### config.mk
export PLATFORM = sky130hd
export DESIGN_NAME = spi_sel_slave
export DESIGN_NICKNAME = d
export VERILOG_FILES = /design/src/rtl/spi_slv_pkg.sv /design/src/rtl/spi_slv_sync.sv /design/src/rtl/spi_slv_regs.sv /design/src/rtl/spi_slv_core.sv /design/src/rtl/spi_sel_slave.sv
export SDC_FILE = /design/constraint.sdc
export NUM_CORES = 1
export LEC_CHECK = 0
export ABC_AREA = 1
export CORE_AREA = 2 2 83 85
export DETAILED_ROUTE_END_ITERATION = 10
export DIE_AREA = 0 0 85 87
export HOLD_SLACK_MARGIN = 0.03
export PLACE_DENSITY = 0.66
export SYNTH_ARGS = -nofsm -noshare
export SYNTH_HDL_FRONTEND = slang
export SYNTH_HIERARCHICAL = 1
export SYNTH_SLANG_ARGS = --single-unit
### constraint.sdc
create_clock -name clk -period 1.89 [get_ports clk]
set_clock_uncertainty 0.1 [all_clocks]
set_input_delay 0.4725 -clock clk [delete_from_list [all_inputs] [get_ports clk]]
set_output_delay 0.4725 -clock clk [all_outputs]
set_load 0.02 [all_outputs]
### src/rtl/spi_slv_pkg.sv
`timescale 1ns/1ps
package spi_slv_pkg;
    typedef enum logic [1:0] {
        ST_OFF   = 2'd0,
        ST_IDLE  = 2'd1,
        ST_SHIFT = 2'd2
    } slv_state_t;

    localparam logic [3:0] MODE_SEL  = 4'b0100;
    localparam logic [3:0] MODE_FREE = 4'b0101;

    localparam logic [1:0] ADR_CTRL = 2'd0;
    localparam logic [1:0] ADR_DATA = 2'd1;
    localparam logic [1:0] ADR_STAT = 2'd2;
    localparam logic [1:0] ADR_TXRB = 2'd3;

    localparam int CTL_IDLE = 4;
    localparam int CTL_LATE = 5;
    localparam int CTL_EN   = 7;
endpackage

### src/rtl/spi_slv_sync.sv
`timescale 1ns/1ps
module spi_slv_sync #(
    parameter int W = 3,
    parameter logic [W-1:0] RST_VAL = '0
) (
    input  logic         clk,
    input  logic         rst_n,
    input  logic [W-1:0] d,
    output logic [W-1:0] q
);
    generate
        for (genvar g = 0; g < W; g++) begin : g_bit
            logic meta_q, sync_q;
            always_ff @(posedge clk or negedge rst_n) begin
                if (!rst_n) begin
                    meta_q <= RST_VAL[g];
                    sync_q <= RST_VAL[g];
                end else begin
                    meta_q <= d[g];
                    sync_q <= meta_q;
                end
            end
            assign q[g] = sync_q;
        end
    endgenerate
endmodule

### src/rtl/spi_slv_regs.sv
`timescale 1ns/1ps
module spi_slv_regs import spi_slv_pkg::*; #(
    parameter int DW = 8
) (
    input  logic          clk,
    input  logic          rst_n,
    input  logic          wr_en,
    input  logic [1:0]    wr_addr,
    input  logic [DW-1:0] wr_data,
    input  logic [1:0]    rd_addr,
    output logic [DW-1:0] rd_data,
    input  logic          done,
    input  logic [DW-1:0] rx_next,
    output logic          run,
    output logic          sel_ctl,
    output logic          idle_hi,
    output logic          late_edge,
    output logic [DW-1:0] tx_buf
);
    logic [DW-1:0] ctrl_q, rx_buf;
    logic          flag_q, cfg_err, mode_ok, clr_flag;
    logic [3:0]    mode;

    assign mode      = ctrl_q[3:0];
    assign idle_hi   = ctrl_q[CTL_IDLE];
    assign late_edge = ctrl_q[CTL_LATE];
    assign sel_ctl   = (mode == MODE_SEL);
    assign mode_ok   = sel_ctl || (mode == MODE_FREE);
    assign cfg_err   = ctrl_q[CTL_EN] && late_edge && (mode == MODE_FREE);
    assign run       = ctrl_q[CTL_EN] && mode_ok && !cfg_err;
    assign clr_flag  = wr_en && (wr_addr == ADR_STAT) && wr_data[0];

    always_ff @(posedge clk or negedge rst_n) begin
        if (!rst_n) begin
            ctrl_q <= '0;
            tx_buf <= '0;
        end else if (wr_en) begin
            if (wr_addr == ADR_CTRL) ctrl_q <= wr_data;
            if (wr_addr == ADR_DATA) tx_buf <= wr_data;
        end
    end

    always_ff @(posedge clk or negedge rst_n) begin
        if (!rst_n) begin
            rx_buf <= '0;
            flag_q <= 1'b0;
        end else begin
            if (done) begin
                rx_buf <= rx_next;
                flag_q <= 1'b1;
            end else if (clr_flag) begin
                flag_q <= 1'b0;
            end
        end
    end

    always_comb begin
        rd_data = '0;
        unique case (rd_addr)
            ADR_CTRL: rd_data = ctrl_q;
            ADR_DATA: rd_data = rx_buf;
            ADR_STAT: rd_data = {{(DW-2){1'b0}}, cfg_err, flag_q};
            ADR_TXRB: rd_data = tx_buf;
            default:  rd_data = '0;
        endcase
    end


    flag_hold_chk: assert property (@(posedge clk) disable iff (!rst_n)
        (flag_q && !clr_flag) |=> flag_q);


    flag_set_chk: assert property (@(posedge clk) disable iff (!rst_n)
        done |=> (flag_q && rx_buf == $past(rx_next)));
endmodule

### src/rtl/spi_slv_core.sv
`timescale 1ns/1ps
module spi_slv_core import spi_slv_pkg::*; #(
    parameter int DW = 8
) (
    input  logic          clk,
    input  logic          rst_n,
    input  logic          run,
    input  logic          sel_ctl,
    input  logic          idle_hi,
    input  logic          late_edge,
    input  logic          sck_s,
    input  logic          sdi_s,
    input  logic          ss_n_s,
    input  logic          ss_n_raw,
    input  logic [DW-1:0] tx_buf,
    output logic          sdo,
    output logic          sdo_oe,
    output logic          done,
    output logic [DW-1:0] rx_next
);
    localparam int CW = (DW > 1) ? $clog2(DW) : 1;
    localparam logic [CW-1:0] LAST = CW'(DW - 1);

    slv_state_t    state, nxt;
    logic          sck_d, leave, back, samp, shft, selected, in_shift;
    logic [CW-1:0] cnt;
    logic [DW-1:0] tx_sh, rx_sh;
    logic          sdo_q;

    assign leave    = (sck_d == idle_hi) && (sck_s != idle_hi);
    assign back     = (sck_d != idle_hi) && (sck_s == idle_hi);
    assign samp     = late_edge ? leave : back;
    assign shft     = late_edge ? back : leave;
    assign selected = !sel_ctl || !ss_n_s;
    assign in_shift = (state == ST_SHIFT) && (nxt == ST_SHIFT);
    assign done     = in_shift && samp && (cnt == LAST);
    assign rx_next  = {rx_sh[DW-2:0], sdi_s};

    always_ff @(posedge clk or negedge rst_n) begin
        if (!rst_n) state <= ST_OFF;
        else        state <= nxt;
    end

    always_comb begin
        nxt = state;
        unique case (state)
            ST_OFF:   if (run) nxt = ST_IDLE;
            ST_IDLE:  if (!run) nxt = ST_OFF;
                      else if (selected) nxt = ST_SHIFT;
            ST_SHIFT: if (!run) nxt = ST_OFF;
                      else if (!selected) nxt = ST_IDLE;
            default:  nxt = ST_OFF;
        endcase
    end

    always_ff @(posedge clk or negedge rst_n) begin
        if (!rst_n) begin
            sck_d <= 1'b0;
            cnt   <= '0;
            tx_sh <= '0;
            rx_sh <= '0;
            sdo_q <= 1'b0;
        end else begin
            sck_d <= sck_s;
            if (!in_shift) begin
                cnt <= '0;
                if (state != ST_SHIFT && nxt == ST_SHIFT) begin
                    tx_sh <= late_edge ? (tx_buf << 1) : tx_buf;
                    sdo_q <= late_edge ? tx_buf[DW-1] : 1'b0;
                end
            end else begin
                if (samp) begin
                    rx_sh <= rx_next;
                    if (cnt == LAST) begin
                        cnt   <= '0;
                        tx_sh <= tx_buf;
                    end else begin
                        cnt <= cnt + 1'b1;
                    end
                end
                if (shft) begin
                    sdo_q <= tx_sh[DW-1];
                    tx_sh <= tx_sh << 1;
                end
            end
        end
    end

    always_comb begin
        sdo    = sdo_q;
        sdo_oe = (state == ST_SHIFT) && !(sel_ctl && ss_n_raw);
    end


    desel_exit_chk: assert property (@(posedge clk) disable iff (!rst_n)
        (state == ST_SHIFT && sel_ctl && ss_n_s && run) |=> (state == ST_IDLE && cnt == '0));


    off_clear_chk: assert property (@(posedge clk) disable iff (!rst_n)
        (!run && state != ST_OFF) |=> (state == ST_OFF && !sdo_oe));


    sdo_hold_chk: assert property (@(posedge clk) disable iff (!rst_n)
        (in_shift && !shft) |=> $stable(sdo_q));


    byte_wrap_chk: assert property (@(posedge clk) disable iff (!rst_n)
        done |=> (cnt == '0));
endmodule

### src/rtl/spi_sel_slave.sv
`timescale 1ns/1ps
module spi_sel_slave import spi_slv_pkg::*; #(
    parameter int DW = 8
) (
    input  logic          clk,
    input  logic          rst_n,
    input  logic          sck,
    input  logic          sdi,
    input  logic          ss_n,
    output logic          sdo,
    output logic          sdo_oe,
    input  logic          wr_en,
    input  logic [1:0]    wr_addr,
    input  logic [DW-1:0] wr_data,
    input  logic [1:0]    rd_addr,
    output logic [DW-1:0] rd_data
);
    logic [2:0]    pins_s;
    logic          run, sel_ctl, idle_hi, late_edge, done;
    logic [DW-1:0] tx_buf, rx_next;

    spi_slv_sync #(.W(3), .RST_VAL(3'b100)) u_sync (
        .clk   (clk),
        .rst_n (rst_n),
        .d     ({ss_n, sdi, sck}),
        .q     (pins_s)
    );

    spi_slv_regs #(.DW(DW)) u_regs (
        .clk       (clk),
        .rst_n     (rst_n),
        .wr_en     (wr_en),
        .wr_addr   (wr_addr),
        .wr_data   (wr_data),
        .rd_addr   (rd_addr),
        .rd_data   (rd_data),
        .done      (done),
        .rx_next   (rx_next),
        .run       (run),
        .sel_ctl   (sel_ctl),
        .idle_hi   (idle_hi),
        .late_edge (late_edge),
        .tx_buf    (tx_buf)
    );

    spi_slv_core #(.DW(DW)) u_core (
        .clk       (clk),
        .rst_n     (rst_n),
        .run       (run),
        .sel_ctl   (sel_ctl),
        .idle_hi   (idle_hi),
        .late_edge (late_edge),
        .sck_s     (pins_s[0]),
        .sdi_s     (pins_s[1]),
        .ss_n_s    (pins_s[2]),
        .ss_n_raw  (ss_n),
        .tx_buf    (tx_buf),
        .sdo       (sdo),
        .sdo_oe    (sdo_oe),
        .done      (done),
        .rx_next   (rx_next)
    );
endmodule

==> Word level (Yosys, flattened, before mapping) <==
Index checks and enable logic that the tools add are counted.
{ "op_classes": {"multipliers": 0, "n_bitwise": 0, "n_mux": 24, "eq_ne": 20, "div_mod_pow": 0, "n_shift": 0, "magnitude_cmp": 0, "n_reduce_logical": 30, "n_addsub": 1} }
{ "op_table": {"columns": ["cell", "count"], "rows": [
  ["8-bit two-way mux", 6],
  ["8-bit one-hot mux with 4 select lines", 1],
  ["1-bit logical AND", 14],
  ["2-bit equality test, second input constant", 5],
  ["2-bit two-way mux", 5],
  ["3-bit two-way mux", 3],
  ["4-bit by 3-bit equality test with 1-bit output, second input constant", 2],
  ["1-bit two-way mux", 8],
  ["2-bit AND reduction", 4],
  ["2-bit by 1-bit equality test with 1-bit output, second input constant", 3],
  ["2-bit logical NOT", 3],
  ["2-bit one-hot mux with 3 select lines", 1],
  ["1-bit logical NOT", 4],
  ["2-bit by 1-bit != test with 1-bit output, second input constant", 2],
  ["2-bit nonzero test", 2],
  ["3-bit by 1-bit adder with 3-bit output, second input constant", 1],
  ["3-bit equality test, second input constant", 1],
  ["3-bit by 1-bit != test with 1-bit output, second input constant", 1],
  ["3-bit by 2-bit != test with 1-bit output, second input constant", 1],
  ["3-bit AND reduction", 1],
  ["1-bit equality test", 2],
  ["1-bit logical OR", 2],
  ["1-bit != test", 2],
  ["2-bit != test, second input constant", 1]
]} }
{ "word_totals": {"ram_bits": 0, "memories": 0, "rom_bits": 0, "latch_bits": 0, "ff_bits": 53, "input_bits": 18, "wordCells": 91} }

==> Longest topological paths before layout <==
{ "logic_depth": {"ltp_word": 11, "depth_mapped": 14} }

==> Modules after synthesis <==
The synthesis kept the hierarchy.
{ "modules_own_cells": {"columns": ["mod", "cells_each", "seq_area_each_um2", "area_each_um2", "n_inst"], "rows": [
  ["spi_slv_core", 199, 550.5, 1415.1, 1],
  ["spi_slv_regs", 152, 625.6, 1275.0, 1],
  ["spi_slv_sync", 9, 152.6, 175.2, 1]
]} }

==> Least setup slack after synthesis <==
Ideal clock, no wire load.
{ "synth_timing": {"path_type": "register to register", "from": "register u_regs.ctrl_q[3]", "to": "register u_regs.rx_buf[0]", "t_required_ns": 1.673, "setup_slack_ns": -0.121, "setup_ns": 0.117, "path_stages_with_launch": 14, "path_buffers": 1, "arrival_ns": 1.794, "cell_sequence": "dfrtp_1 -> inv_1 -> nand2_1 -> nor2_1 -> inv_1 -> nor3_1 -> nand4_4 -> inv_2 -> nand2_4 -> nor2_1 -> buf_2 -> inv_1 -> nand2_1 -> nand2_1"} }
{ "synth_via": {"elab_chain_cells": 10} }
{ "synth_lines": {"columns": ["item", "line", "rtl"], "rows": [
  ["from (decl)", "spi_slv_regs.sv:20", "logic [DW-1:0] ctrl_q, rx_buf;"],
  ["from (signal assigned)", "spi_slv_regs.sv:38", "if (wr_addr == ADR_CTRL) ctrl_q <= wr_data;"],
  ["4-bit by 3-bit equality test with 1-bit output (on tied branches)", "spi_slv_regs.sv:27, spi_slv_regs.sv:28, spi_slv_regs.sv:29", null],
  ["1-bit logical OR or 1-bit logical AND (tied branches)", "spi_slv_regs.sv:28, spi_slv_regs.sv:29", null],
  ["1-bit logical AND or 1-bit logical NOT (tied branches)", "spi_slv_regs.sv:30", "assign run = ctrl_q[CTL_EN] && mode_ok && !cfg_err;"],
  ["1-bit logical AND (*)", "spi_slv_regs.sv:30", null],
  ["named net run", "spi_sel_slave.sv:19", "logic run, sel_ctl, idle_hi, late_edge, done;"],
  ["2-bit two-way mux (on tied branches)", "spi_slv_core.sv:50, spi_slv_core.sv:47, spi_slv_core.sv:48", null],
  ["2-bit one-hot mux with 3 select lines (*)", "spi_slv_core.sv:46", "unique case (state)"],
  ["2-bit equality test (*)", "spi_slv_core.sv:35", "assign in_shift = (state == ST_SHIFT) && (nxt == ST_SHIFT);"],
  ["1-bit logical AND (*)", "spi_slv_core.sv:35", null],
  ["1-bit logical AND (*) (2 in a row)", "spi_slv_core.sv:36", "assign done = in_shift && samp && (cnt == LAST);"],
  ["named net done", "spi_sel_slave.sv:19", null],
  ["to (signal assigned)", "spi_slv_regs.sv:49", "rx_buf <= rx_next;"],
  ["to (decl)", "spi_slv_regs.sv:20", null]
]} }
The timed path passes the listed nets; every way through them passes the cells marked *.
A chain may end at the register's enable or synchronous reset.

==> Final worst setup path <==
{ "layout_timing": {"from": "register u_regs.ctrl_q[3]", "to": "output rd_data[3]"} }
{ "layout_via": {"elab_chain_cells": 1} }
{ "layout_lines": {"columns": ["item", "line", "rtl"], "rows": [
  ["8-bit one-hot mux with 4 select lines", "spi_slv_regs.sv:59", "unique case (rd_addr)"],
  ["to (decl)", "spi_sel_slave.sv:16", "output logic [DW-1:0] rd_data"]
]} }
Every way passes these cells.

==> impl_metrics.json <==
{
  "dp_hpwl_mm": 4.86,
  "reg2reg_to": "u_core/state[1]$_DFF_PN0_",
  "die_x_um": 85,
  "slew_headroom": 0.706,
  "ir_drop_uv": 426,
  "ant_nets": 0,
  "final_area_um2": 3760,
  "initial_core_util": 0.436,
  "synthCells": 360,
  "fin_cells": 504,
  "swShare": 0.315,
  "worstSetupPathType": "flip-flop to primary output",
  "crit_fanout": 2,
  "drv_cap": 0,
  "power_leakage_uw": 0.00189,
  "areaGrowthSynthToFinish_pct": 31.4,
  "grt_first_pass_wirelength_mm": 11.5,
  "yosysSeqAreaShare": 0.464,
  "fillers": 598,
  "switchingPower_uw": 884,
  "io-pin-count": 28,
  "row_count": 30,
  "clockBufferDepth": 2,
  "drc": 0,
  "cts_tree": "done",
  "yosysWarnings": 6,
  "post-route-period-util": 1.05,
  "critPathRequiredTime_ns": 1.32,
  "maxSlewViolCount": 0,
  "grt_max_degree": 37,
  "combPwrFrac": 0.251,
  "r2r_cells": 14,
  "routed_wl_mm": 6.77,
  "num_vias": 2495,
  "hold_viol": 0,
  "place_area_um2": 3380,
  "drtIter0Drc": 88,
  "whs_path_depth": 0,
  "insertion_delay_ns": 0.32,
  "setup_viol": 28,
  "die_h_um": 87,
  "seqPwrFrac": 0.457,
  "wl_per_cell_um": 13.4,
  "powerDensity_nw_per_um2": 746,
  "synthDistinctLibCells": 30,
  "io_buffers": 27,
  "grt_remaining_overflow": 0,
  "clk_pin_slew_worst_paths_ns": 0.10,
  "synth_area_um2": 2870,
  "n_antenna_cell": 0,
  "min_to": "u_sync/g_bit[1].sync_q$_DFF_PN0_",
  "grt_pass1_vias": 2419,
  "die_area_um2": 7400,
  "start_kind": "flip-flop",
  "cp.arrival_ns": 1.41,
  "cts.sinks": 53,
  "min_path_type": "flip-flop to flip-flop",
  "htree_levels": 2,
  "dr.pass1.iters": 4,
  "fmax_mhz": 504,
  "timing.rr.start": "u_regs/ctrl_q[3]$_DFFE_PN0P_",
  "violations": "setup timing",
  "rsz0062_at_grt": "yes",
  "hold_path.startpoint": "u_sync/g_bit[1].meta_q$_DFF_PN0_",
  "fin_setup_tns_ns": -1.21,
  "drive_gt1_frac": 0.356,
  "power_frac_clock": 0.292,
  "end_kind": "primary output",
  "cell_internal_pwr_uw": 1920,
  "clockRootBuffer": "clkbuf_8",
  "routed_via_density": 4.95,
  "syn_nets": 380,
  "numPlacedInstances": 484,
  "gp_congestion": 0.812,
  "worst_slack_ns": -0.0954,
  "design.core.area_um2": 6570,
  "fin_nets": 443,
  "status": "complete, but fails checks",
  "grt_use_total": 0.198,
  "worstMarginPinSlew_ns": 0.441,
  "pre_cts_ws_ns": -0.792,
  "fin_crit_ns": 1.99,
  "numCtsBuffers": 5,
  "r2r_setup_slack_ns": -0.09,
  "synth_area_per_cell_um2": 7.96,
  "synth-seq-cells": 53,
  "grt_antenna_before_repair": 0
}
## placed cells by master (no fill, tap or decap), types with 2 or more instances in the layout
cell type,instances
nand2_1,120
dfrtp_1,51
buf_4,35
inv_1,35
nand3_1,31
nand2_2,29
o21ai_2,18
clkdlybuf4s50_1,15
buf_6,9
inv_2,9
o21ai_0,9
nor2_4,7
nand2_4,6
clkbuf_8,5
buf_2,5
a21oi_1,4
nand3_2,4
o211ai_2,3
nor2_2,3
inv_6,2
buf_12,2
o21ai_1,2
nand3_4,2
ha_1,2
dfstp_2,2
## synth_stat cells
master,instances,area share
nor2_4,2,0.0079
a2bb2oi_1,1,0.0031
o21ai_0,11,0.019
a21oi_2,1,0.0031
a31oi_1,1,0.0022
nand3_2,2,0.0070
o211ai_2,3,0.013
buf_4,5,0.013
nand2_2,11,0.024
nor2_2,3,0.0066
dfrtp_1,51,0.45
nand3_1,33,0.058
nand3_4,2,0.012
clkbuf_1,1,0.0013
nand4_1,1,0.0022
dfstp_2,2,0.018
buf_2,4,0.0070
inv_2,6,0.0079
buf_6,2,0.0079
a21oi_4,1,0.0057
inv_1,40,0.052
nand4_4,1,0.0074
nor3_1,1,0.0017
o21ai_1,2,0.0035
nand2_4,3,0.012
o21ai_2,16,0.049
ha_1,2,0.0087
a21oi_1,4,0.0070
nand2_1,142,0.19
nor2_1,6,0.0079
## power by group through the flow
stage                     combinational (uW)  sequential, uW  clock (uW)
after detailed placement                 659            1300           0
after global placement                   650            1290           0
after floorplan                          398            1290           0
after CTS                                682            1280         850
after global routing                     789            1290         887
final                                    706            1280         820
## cell type report
| cell class | count | area [um^2] | area share |
|---|---|---|---|
| multi-input cells | 249 | 1430 | 0.380 |
| flip-flops and latches | 53 | 1330 | 0.353 |
| repair buffers | 68 | 604 | 0.161 |
| inverters | 46 | 185 | 0.0492 |
| well taps | 80 | 100 | 0.0266 |
| clock buffers | 5 | 68.8 | 0.0183 |
| clock inverters | 3 | 47.5 | 0.0126 |
## kinds of logic (layout without fill, tap and decap cells)
group                    Yosys count  in the layout  share of synthesized area
AO/OA/AOI/OAI                     40             40                      0.106
adder cells (fa/ha/maj)            2              2                    0.00873
buffers and inverters             58            122                     0.0895
flip-flops                        53             53                      0.464
AND/OR/NAND/NOR                  207            207                      0.332
## worst max-delay path by stage
| stage | cells after the start | endpoint | slack, ns | from |
|---|---|---|---|---|
| global route | 14 | u_core/tx_sh[7]$_DFFE_PN0P_ | -0.19 | u_regs/ctrl_q[3]$_DFFE_PN0P_ |
| detailed placement | 5 | rd_data[5] | -0.79 | rd_addr[0] |
| floorplan | 13 | u_regs/rx_buf[0]$_DFFE_PN0P_ | 0.01 | u_regs/ctrl_q[3]$_DFFE_PN0P_ |
| finish | 6 | rd_data[3] | -0.1 | u_regs/ctrl_q[3]$_DFFE_PN0P_ |
| CTS | 7 | sdo_oe | -0.12 | u_regs/ctrl_q[3]$_DFFE_PN0P_ |
| global placement | 6 | rd_data[7] | -0.79 | rd_addr[0] |
## through the flow
stage	hold slack, ns	util	power (uW)
3_3_place_gp	0.236	0.515	1940
2_1_floorplan	0.0769	-	1690
4_1_cts	0.266	0.557	2810
6_report	0.262	0.573	2810
3_5_place_dp	0.240	0.515	1950
5_1_grt	0.267	0.573	2970
## critical path, stage by stage, from the launching register on
cell	delay, ns
dfrtp_1	0.38
inv_2	0.06
buf_4	0.13
buf_4	0.12
buf_4	0.12
o211ai_2	0.15
buf_6	0.14
## per-layer routing
metal  vias up  track usage  part of all wire  wire length (um)
met5         -            0                 0                 0
met4         0       0.0707             0.024               161
met3        14       0.0351             0.041               277
met2        60        0.326              0.49              3310
met1      1168        0.263              0.45              3020
li1       1253            -                 -                 -
## state kept, by name, summed over array words and instances (netlist names)
| signal | count |
|---|---|
| u_regs/ctrl_q | 8 |
| u_core/sdo | 1 |
| u_core/rx_sh | 7 |
| u_regs/tx_buf | 8 |
| u_core/cnt | 3 |
| u_regs/flag_q | 1 |
| u_sync/g_bit.meta_q | 3 |
| u_core/state | 2 |
| u_sync/g_bit.sync_q | 3 |
| u_regs/rx_buf | 8 |
| u_core/sck_d | 1 |
| u_core/tx_sh | 8 |
## repair_timing
item | 4_1_cts | 5_1_grt
gates cloned | 1 | 0
pin swaps | 19 | 17
hold buffers | 1 | 0
hold endpoints to repair | 15 | 0
resized for setup | 91 | 26
buffers inserted | 8 | 3
endpoints found under the setup margin | 37 | 38
Note: power is estimated with default switching activity, not from simulation.
